## config.mk

```make
export PLATFORM = sky130hd
export DESIGN_NAME = irq_flag_ctrl
export DESIGN_NICKNAME = d
export VERILOG_FILES = /design/src/rtl/irq_pkg.sv /design/src/rtl/irq_wrap_timer.sv /design/src/rtl/irq_flag_bank.sv /design/src/rtl/irq_gate.sv /design/src/rtl/irq_flag_ctrl.sv
export SDC_FILE = /design/constraint.sdc
export NUM_CORES = 1
export LEC_CHECK = 0
export CORE_UTILIZATION = 43
export CTS_CLUSTER_DIAMETER = 50
export DETAILED_ROUTE_END_ITERATION = 16
export PLACE_DENSITY = 0.79
export SLEW_MARGIN = 15
export SYNTH_ARGS = -nofsm -noshare
export SYNTH_HDL_FRONTEND = slang
export SYNTH_HIERARCHICAL = 1
export SYNTH_SLANG_ARGS = --single-unit
```

## constraint.sdc

```tcl
create_clock -name clk_i -period 2.1 [get_ports clk_i]
set_input_delay 0.42 -clock clk_i [delete_from_list [all_inputs] [get_ports clk_i]]
set_output_delay 0.42 -clock clk_i [all_outputs]
set_load 0.05 [all_outputs]
```

## src/rtl/irq_pkg.sv

```systemverilog
package irq_pkg;
  typedef enum logic [1:0] {
    SEL_FLAGS = 2'd0,
    SEL_EN    = 2'd1,
    SEL_CTRL  = 2'd2
  } reg_sel_e;

  localparam int unsigned CTRL_GIE_BIT  = 0;
  localparam int unsigned CTRL_PEIE_BIT = 1;
endpackage

```

## src/rtl/irq_wrap_timer.sv

```systemverilog
module irq_wrap_timer #(
  parameter int unsigned CW = 8
) (
  input  logic          clk_i,
  input  logic          rst_ni,
  input  logic          tick_i,
  output logic [CW-1:0] count_o,
  output logic          wrap_o
);
  localparam logic [CW-1:0] CMAX = {CW{1'b1}};

  logic [CW-1:0] cnt_q, cnt_d;

  always_comb begin
    cnt_d  = cnt_q;
    wrap_o = 1'b0;
    if (tick_i) begin
      cnt_d  = cnt_q + 1'b1;
      wrap_o = (cnt_q == CMAX);
    end
  end

  always_ff @(posedge clk_i or negedge rst_ni) begin
    if (!rst_ni) cnt_q <= '0;
    else if (tick_i) cnt_q <= cnt_d;
  end

  assign count_o = cnt_q;
endmodule

```

## src/rtl/irq_flag_bank.sv

```systemverilog
module irq_flag_bank
  import irq_pkg::*;
#(
  parameter int unsigned NSRC = 4
) (
  input  logic            clk_i,
  input  logic            rst_ni,
  input  logic [NSRC-1:0] set_i,
  input  logic            wr_en_i,
  input  reg_sel_e        wr_sel_i,
  input  logic [NSRC-1:0] wr_data_i,
  output logic [NSRC-1:0] flag_o,
  output logic [NSRC-1:0] en_o
);
  logic flag_we, en_we;

  assign flag_we = wr_en_i && (wr_sel_i == SEL_FLAGS);
  assign en_we   = wr_en_i && (wr_sel_i == SEL_EN);

  for (genvar s = 0; s < NSRC; s++) begin : g_src
    logic flag_q, flag_d, en_q;

    // a clear only removes bits; a hardware event always wins
    always_comb begin
      flag_d = flag_q;
      if (flag_we && !wr_data_i[s]) flag_d = 1'b0;
      if (set_i[s]) flag_d = 1'b1;
    end

    always_ff @(posedge clk_i or negedge rst_ni) begin
      if (!rst_ni) flag_q <= 1'b0;
      else flag_q <= flag_d;
    end

    always_ff @(posedge clk_i or negedge rst_ni) begin
      if (!rst_ni) en_q <= 1'b0;
      else if (en_we) en_q <= wr_data_i[s];
    end

    assign flag_o[s] = flag_q;
    assign en_o[s]   = en_q;
  end
endmodule

```

## src/rtl/irq_gate.sv

```systemverilog
module irq_gate
  import irq_pkg::*;
#(
  parameter int unsigned     NSRC        = 4,
  parameter logic [NSRC-1:0] PERIPH_MASK = 4'b0110
) (
  input  logic            clk_i,
  input  logic            rst_ni,
  input  logic [NSRC-1:0] flag_i,
  input  logic [NSRC-1:0] en_i,
  input  logic            wr_en_i,
  input  reg_sel_e        wr_sel_i,
  input  logic [NSRC-1:0] wr_data_i,
  input  logic            ack_i,
  input  logic            ret_i,
  output logic            gie_o,
  output logic            peie_o,
  output logic [NSRC-1:0] pending_o,
  output logic            irq_o
);
  logic gie_q, gie_d, peie_q, peie_d, ctrl_we;
  logic [NSRC-1:0] qual;

  assign ctrl_we = wr_en_i && (wr_sel_i == SEL_CTRL);

  // priority: acknowledge, then return, then software write
  always_comb begin
    gie_d  = gie_q;
    peie_d = peie_q;
    if (ctrl_we) begin
      gie_d  = wr_data_i[CTRL_GIE_BIT];
      peie_d = wr_data_i[CTRL_PEIE_BIT];
    end
    if (ret_i) gie_d = 1'b1;
    if (ack_i) gie_d = 1'b0;
  end

  always_ff @(posedge clk_i or negedge rst_ni) begin
    if (!rst_ni) begin
      gie_q  <= 1'b0;
      peie_q <= 1'b0;
    end else begin
      gie_q  <= gie_d;
      peie_q <= peie_d;
    end
  end

  assign pending_o = flag_i & en_i;

  for (genvar s = 0; s < NSRC; s++) begin : g_qual
    if (PERIPH_MASK[s]) begin : g_periph
      assign qual[s] = pending_o[s] & peie_q;
    end else begin : g_core
      assign qual[s] = pending_o[s];
    end
  end

  assign irq_o  = gie_q & (|qual);
  assign gie_o  = gie_q;
  assign peie_o = peie_q;
endmodule

```

## src/rtl/irq_flag_ctrl.sv

```systemverilog
module irq_flag_ctrl
  import irq_pkg::*;
#(
  parameter int unsigned     NSRC        = 4,
  parameter int unsigned     CW          = 8,
  parameter logic [NSRC-1:0] PERIPH_MASK = 4'b0110,
  parameter logic [7:0]      VEC_ADDR    = 8'h04
) (
  input  logic            clk_i,
  input  logic            rst_ni,
  input  logic            tmr_tick_i,
  input  logic [NSRC-2:0] evt_i,
  input  logic            wr_en_i,
  input  logic [1:0]      wr_sel_i,
  input  logic [NSRC-1:0] wr_data_i,
  input  logic            ack_i,
  input  logic            ret_i,
  output logic            irq_o,
  output logic [7:0]      vector_o,
  output logic [CW-1:0]   tmr_count_o,
  output logic [NSRC-1:0] flags_o,
  output logic [NSRC-1:0] enables_o,
  output logic            gie_o,
  output logic            peie_o,
  output logic [NSRC-1:0] pending_o
);
  logic [1:0]      rst_sync_q;
  logic            rst_sync_n;
  logic            tmr_wrap;
  logic [NSRC-1:0] set_vec;
  reg_sel_e        sel;

  // asynchronous assertion, synchronous release
  always_ff @(posedge clk_i or negedge rst_ni) begin
    if (!rst_ni) rst_sync_q <= 2'b00;
    else rst_sync_q <= {rst_sync_q[0], 1'b1};
  end
  assign rst_sync_n = rst_sync_q[1];

  assign sel     = reg_sel_e'(wr_sel_i);
  assign set_vec = {evt_i, tmr_wrap};

  irq_wrap_timer #(.CW(CW)) u_tmr (
    .clk_i   (clk_i),
    .rst_ni  (rst_sync_n),
    .tick_i  (tmr_tick_i),
    .count_o (tmr_count_o),
    .wrap_o  (tmr_wrap)
  );

  irq_flag_bank #(.NSRC(NSRC)) u_bank (
    .clk_i     (clk_i),
    .rst_ni    (rst_sync_n),
    .set_i     (set_vec),
    .wr_en_i   (wr_en_i),
    .wr_sel_i  (sel),
    .wr_data_i (wr_data_i),
    .flag_o    (flags_o),
    .en_o      (enables_o)
  );

  irq_gate #(.NSRC(NSRC), .PERIPH_MASK(PERIPH_MASK)) u_gate (
    .clk_i     (clk_i),
    .rst_ni    (rst_sync_n),
    .flag_i    (flags_o),
    .en_i      (enables_o),
    .wr_en_i   (wr_en_i),
    .wr_sel_i  (sel),
    .wr_data_i (wr_data_i),
    .ack_i     (ack_i),
    .ret_i     (ret_i),
    .gie_o     (gie_o),
    .peie_o    (peie_o),
    .pending_o (pending_o),
    .irq_o     (irq_o)
  );

  assign vector_o = VEC_ADDR;
endmodule

```

==> results.py, run 1 <==
metrics = {
    "layout": {
        "final-instance-count-excl-fill": 147,
        "areaGrowthSynthToFinish_pct": 35.8,
        "drive_gt1_share_pct": 13.4,
        "fill_cells": 185,
        "diodes": 0,
        "layout.nets": 136,
    },
    "pwr": {
        "ir_worst_vdd_uv": 808,
        "p_leak_nw": 0.638,
        "powerDensity_nw_per_um2": 1180,
    },
    "floorplanning": {
        "die_w_um": 50.1,
        "num_rows": 17,
        "io_pins": 46,
        "start_util_pct": 45.3,
        "die_h_um": 50.1,
        "fp.coreArea_um2": 2190,
        "dieArea_um2": 2510,
    },
    "global_route": {
        "grt-ovfl-total": 0,
        "grt_pass1_wl_um": 3020,
        "grt_usage_pct": 16.3,
        "antenna_found_initial": 0,
        "grt_max_degree": 19,
        "grt_pass1_vias": 684,
    },
    "critical_path": {
        "rr_worst_depth": 6,
        "path_cells": "clkdlybuf4s50_1",
        "crit_start": "u_tmr/count_o[3]",
        "cp-endpoint": "tmr_count_o[3]",
        "cp.depth": 1,
        "start_kind": "register",
        "r2r_start": "u_tmr/count_o[0]",
        "cp_top_family": "buffers and inverters",
        "worst-setup-path-type": "register to output pin",
        "critical_path_arrival_ns": 1.60,
        "reg2reg_to": "u_bank/g_src[0].flag_q",
        "crit_required_ns": 1.68,
        "crit_buf_inv": 1,
        "crit_path_end_kind": "output pin",
        "crit_slowest_cell": "clkdlybuf4s50_1",
        "critPathMaxStageDelay_ns": 0.84,
        "r2r_slack_ns": 0.79,
        "critPathMaxFanout": 6,
    },
    "sta": {
        "slew_violations": 0,
        "skew_ns": 0.00949,
        "fmax_mhz": 496,
        "finalSetupViolations": 0,
        "finalSetupTns_ns": 0,
        "hold_violations": 0,
        "rsz0062_at_grt": "false",
        "tightestPinTransition_ns": 0.716,
        "finalCriticalPeriod_ns": 2.02,
        "fin_crit_sh_pct": 96.0,
        "relSlewSlack_pct": 52.2,
    },
    "route": {
        "drt-met1-wl_um": 824,
        "top_layer_used": "met3",
        "drt-initial-drc-count": 5,
        "avgViaCountPerCell": 4.69,
        "drc": 0,
        "vias": 689,
        "totalWireLength_um": 1880,
        "firstDrtPassIters": 4,
        "wire_per_inst_um": 12.8,
        "ant_nets": 0,
        "wl_met3_um": 164,
        "met2_length_um": 892,
    },
    "clocking": {
        "cts_tree": "yes",
        "clkTransAtPathRegs_ns": 0.11,
        "cts_buffer_depth": 2,
        "cts-buffers-inserted": 3,
        "hold_buffers": 0,
        "clock_latency_ns": 0.29,
        "cts.htree.levels": 1,
        "cts.sinks": 20,
        "root_buffer": "clkbuf_4",
    },
    "logic_synthesis": {
        "syn-instance-count": 87,
        "synth-warning-count": 6,
        "synth.distinct_cells": 22,
        "synth_top_area_share_pct": 50.4,
        "synthTopCellsByArea": "dfrtp_1 50%, buf_4 12%, mux2_4 6.0%, nor2_1 4.5%, xnor2_1 3.5%",
        "syn_area_per_cell_um2": 11.4,
        "seq_area_frac_synth_pct": 50.4,
        "syn_area_um2": 993,
        "synth_area_leader_cell": "dfrtp_1",
        "ys_ff_latch": 20,
    },
    "run": {
        "drv_cap": 0,
    },
    "place": {
        "dpl.cell_count": 143,
        "place.gp.congestion": 0.722,
        "dp.final_hpwl_um": 1440,
        "io_buffers": 37,
    },
    "run_status": {
        "status": "finished, final reports clean",
    },
    "worst_hold_path": {
        "min_path_type": "input port to asynchronous set/reset pin",
    },
}
[layout by cell type, fill, tap and decap left out, drive strengths merged]
cell type / count
and3: 1
clkdlybuf4s50: 32
nand4: 3
nand3b: 2
nor3: 1
nand2: 4
conb: 9
a211oi: 1
mux2: 6
nor3b: 1
dfrtp: 20
buf: 1
nor2: 12
o31a: 1
a21oi: 4
clkbuf: 4
xnor2: 4
ha: 1
o21a: 1
and2: 4
xor2: 3
dlymetal6s2s: 4
[per-stage QoR]
step                      worst slack (ns)  power, mW  cell area (um2)  hold slack [ns]  util, %
final                               0.0840       1.60             1350            0.269     61.6
after global routing                0.0152       1.68             1350            0.249     61.6
after CTS                           0.0202       1.61             1340            0.264     61.1
after detailed placement             0.355       1.39             1300            0.323     59.5
after global placement               0.388       1.37             1300            0.310     59.5
after floorplan                      0.153       1.15             1020            0.124        -
[layout make-up]
cell class	instances	area (um2)	share of cell area [%]
sequential	20	500	37.1
multi-input combinational	58	399	29.6
timing repair buffer	37	378	28.0
clock buffer	4	36.3	2.69
tap	28	35.0	2.60
[how the worst min path moves through the flow]
stage                  startpoint                      to  slack, ns
global route               rst_ni           rst_sync_q[0]       0.25
finish                     rst_ni           rst_sync_q[0]       0.27
floorplan                  rst_ni           rst_sync_q[0]       0.12
detailed placement  rst_sync_q[1]        u_tmr/count_o[0]       0.32
global placement    rst_sync_q[1]  u_bank/g_src[2].flag_q       0.31
CTS                        rst_ni           rst_sync_q[1]       0.26
[power by group]
part           internal, mW  total (mW)  switching [mW]  leakage (nW)
sequential            0.474       0.586           0.111         0.236
clock                 0.106       0.216           0.111        0.0210
combinational         0.293       0.794           0.501         0.381
[kinds of logic after synthesis]
| group | after synthesis | share of synthesized area (%) |
|---|---|---|
| AO/OA/AOI/OAI | 7 | 4.41 |
| flip-flops | 20 | 50.4 |
| other | 2 | 0.756 |
| XOR/XNOR | 7 | 6.17 |
| multiplexers | 6 | 8.31 |
| AND/OR/NAND/NOR | 28 | 16.6 |
| adder cells (fa/ha/maj) | 1 | 1.26 |
| buffers and inverters | 16 | 12.1 |
[metal layers]
metal  vias to the layer above  track usage [%]
met3                         0             3.40
met1                       324             20.8
met2                        36             26.9
met5                         -                0
li1                        329                -
met4                         0             5.71
[sequential cells by signal, indices dropped and copies added, names as in the netlist]
| signal | cells |
|---|---|
| u_tmr/count_o | 8 |
| u_bank/g_src.en_q | 4 |
| u_bank/g_src.flag_q | 4 |
| rst_sync_q | 2 |
| u_gate/gie_o | 1 |
| u_gate/peie_o | 1 |
[what timing repair did]
action / in CTS / in global routing
resized for setup: 0 / 4
setup endpoints to repair: 0 / 4
setup buffers: 0 / 0
[cells in the mapped netlist]
master,count
xor2_1,3
ha_1,1
o31a_1,1
and3_4,1
nor3_1,1
a211oi_1,1
and2_4,2
nand3b_1,1
nand3b_4,1
dfrtp_1,20
xnor2_1,4
o21a_1,1
nand2_1,4
nor2_1,12
mux2_4,4
nand4_1,3
a21oi_1,4
buf_4,16
nor3b_2,1
mux2_2,2
conb_1,2
and2_1,2
(Power assumes the default switching activity.)
==> inputs of run 2 (changes only) <==
--- a/config.mk
+++ b/config.mk
@@ -6,7 +6,7 @@
 export NUM_CORES = 1
 export LEC_CHECK = 0
 export CORE_UTILIZATION = 43
-export CTS_CLUSTER_DIAMETER = 50
+export CTS_CLUSTER_DIAMETER = 40
 export DETAILED_ROUTE_END_ITERATION = 16
 export PLACE_DENSITY = 0.79
 export SLEW_MARGIN = 15
==> results of run 2 <==
No change in the layout: final DEF, timing and power equal those of run 1.
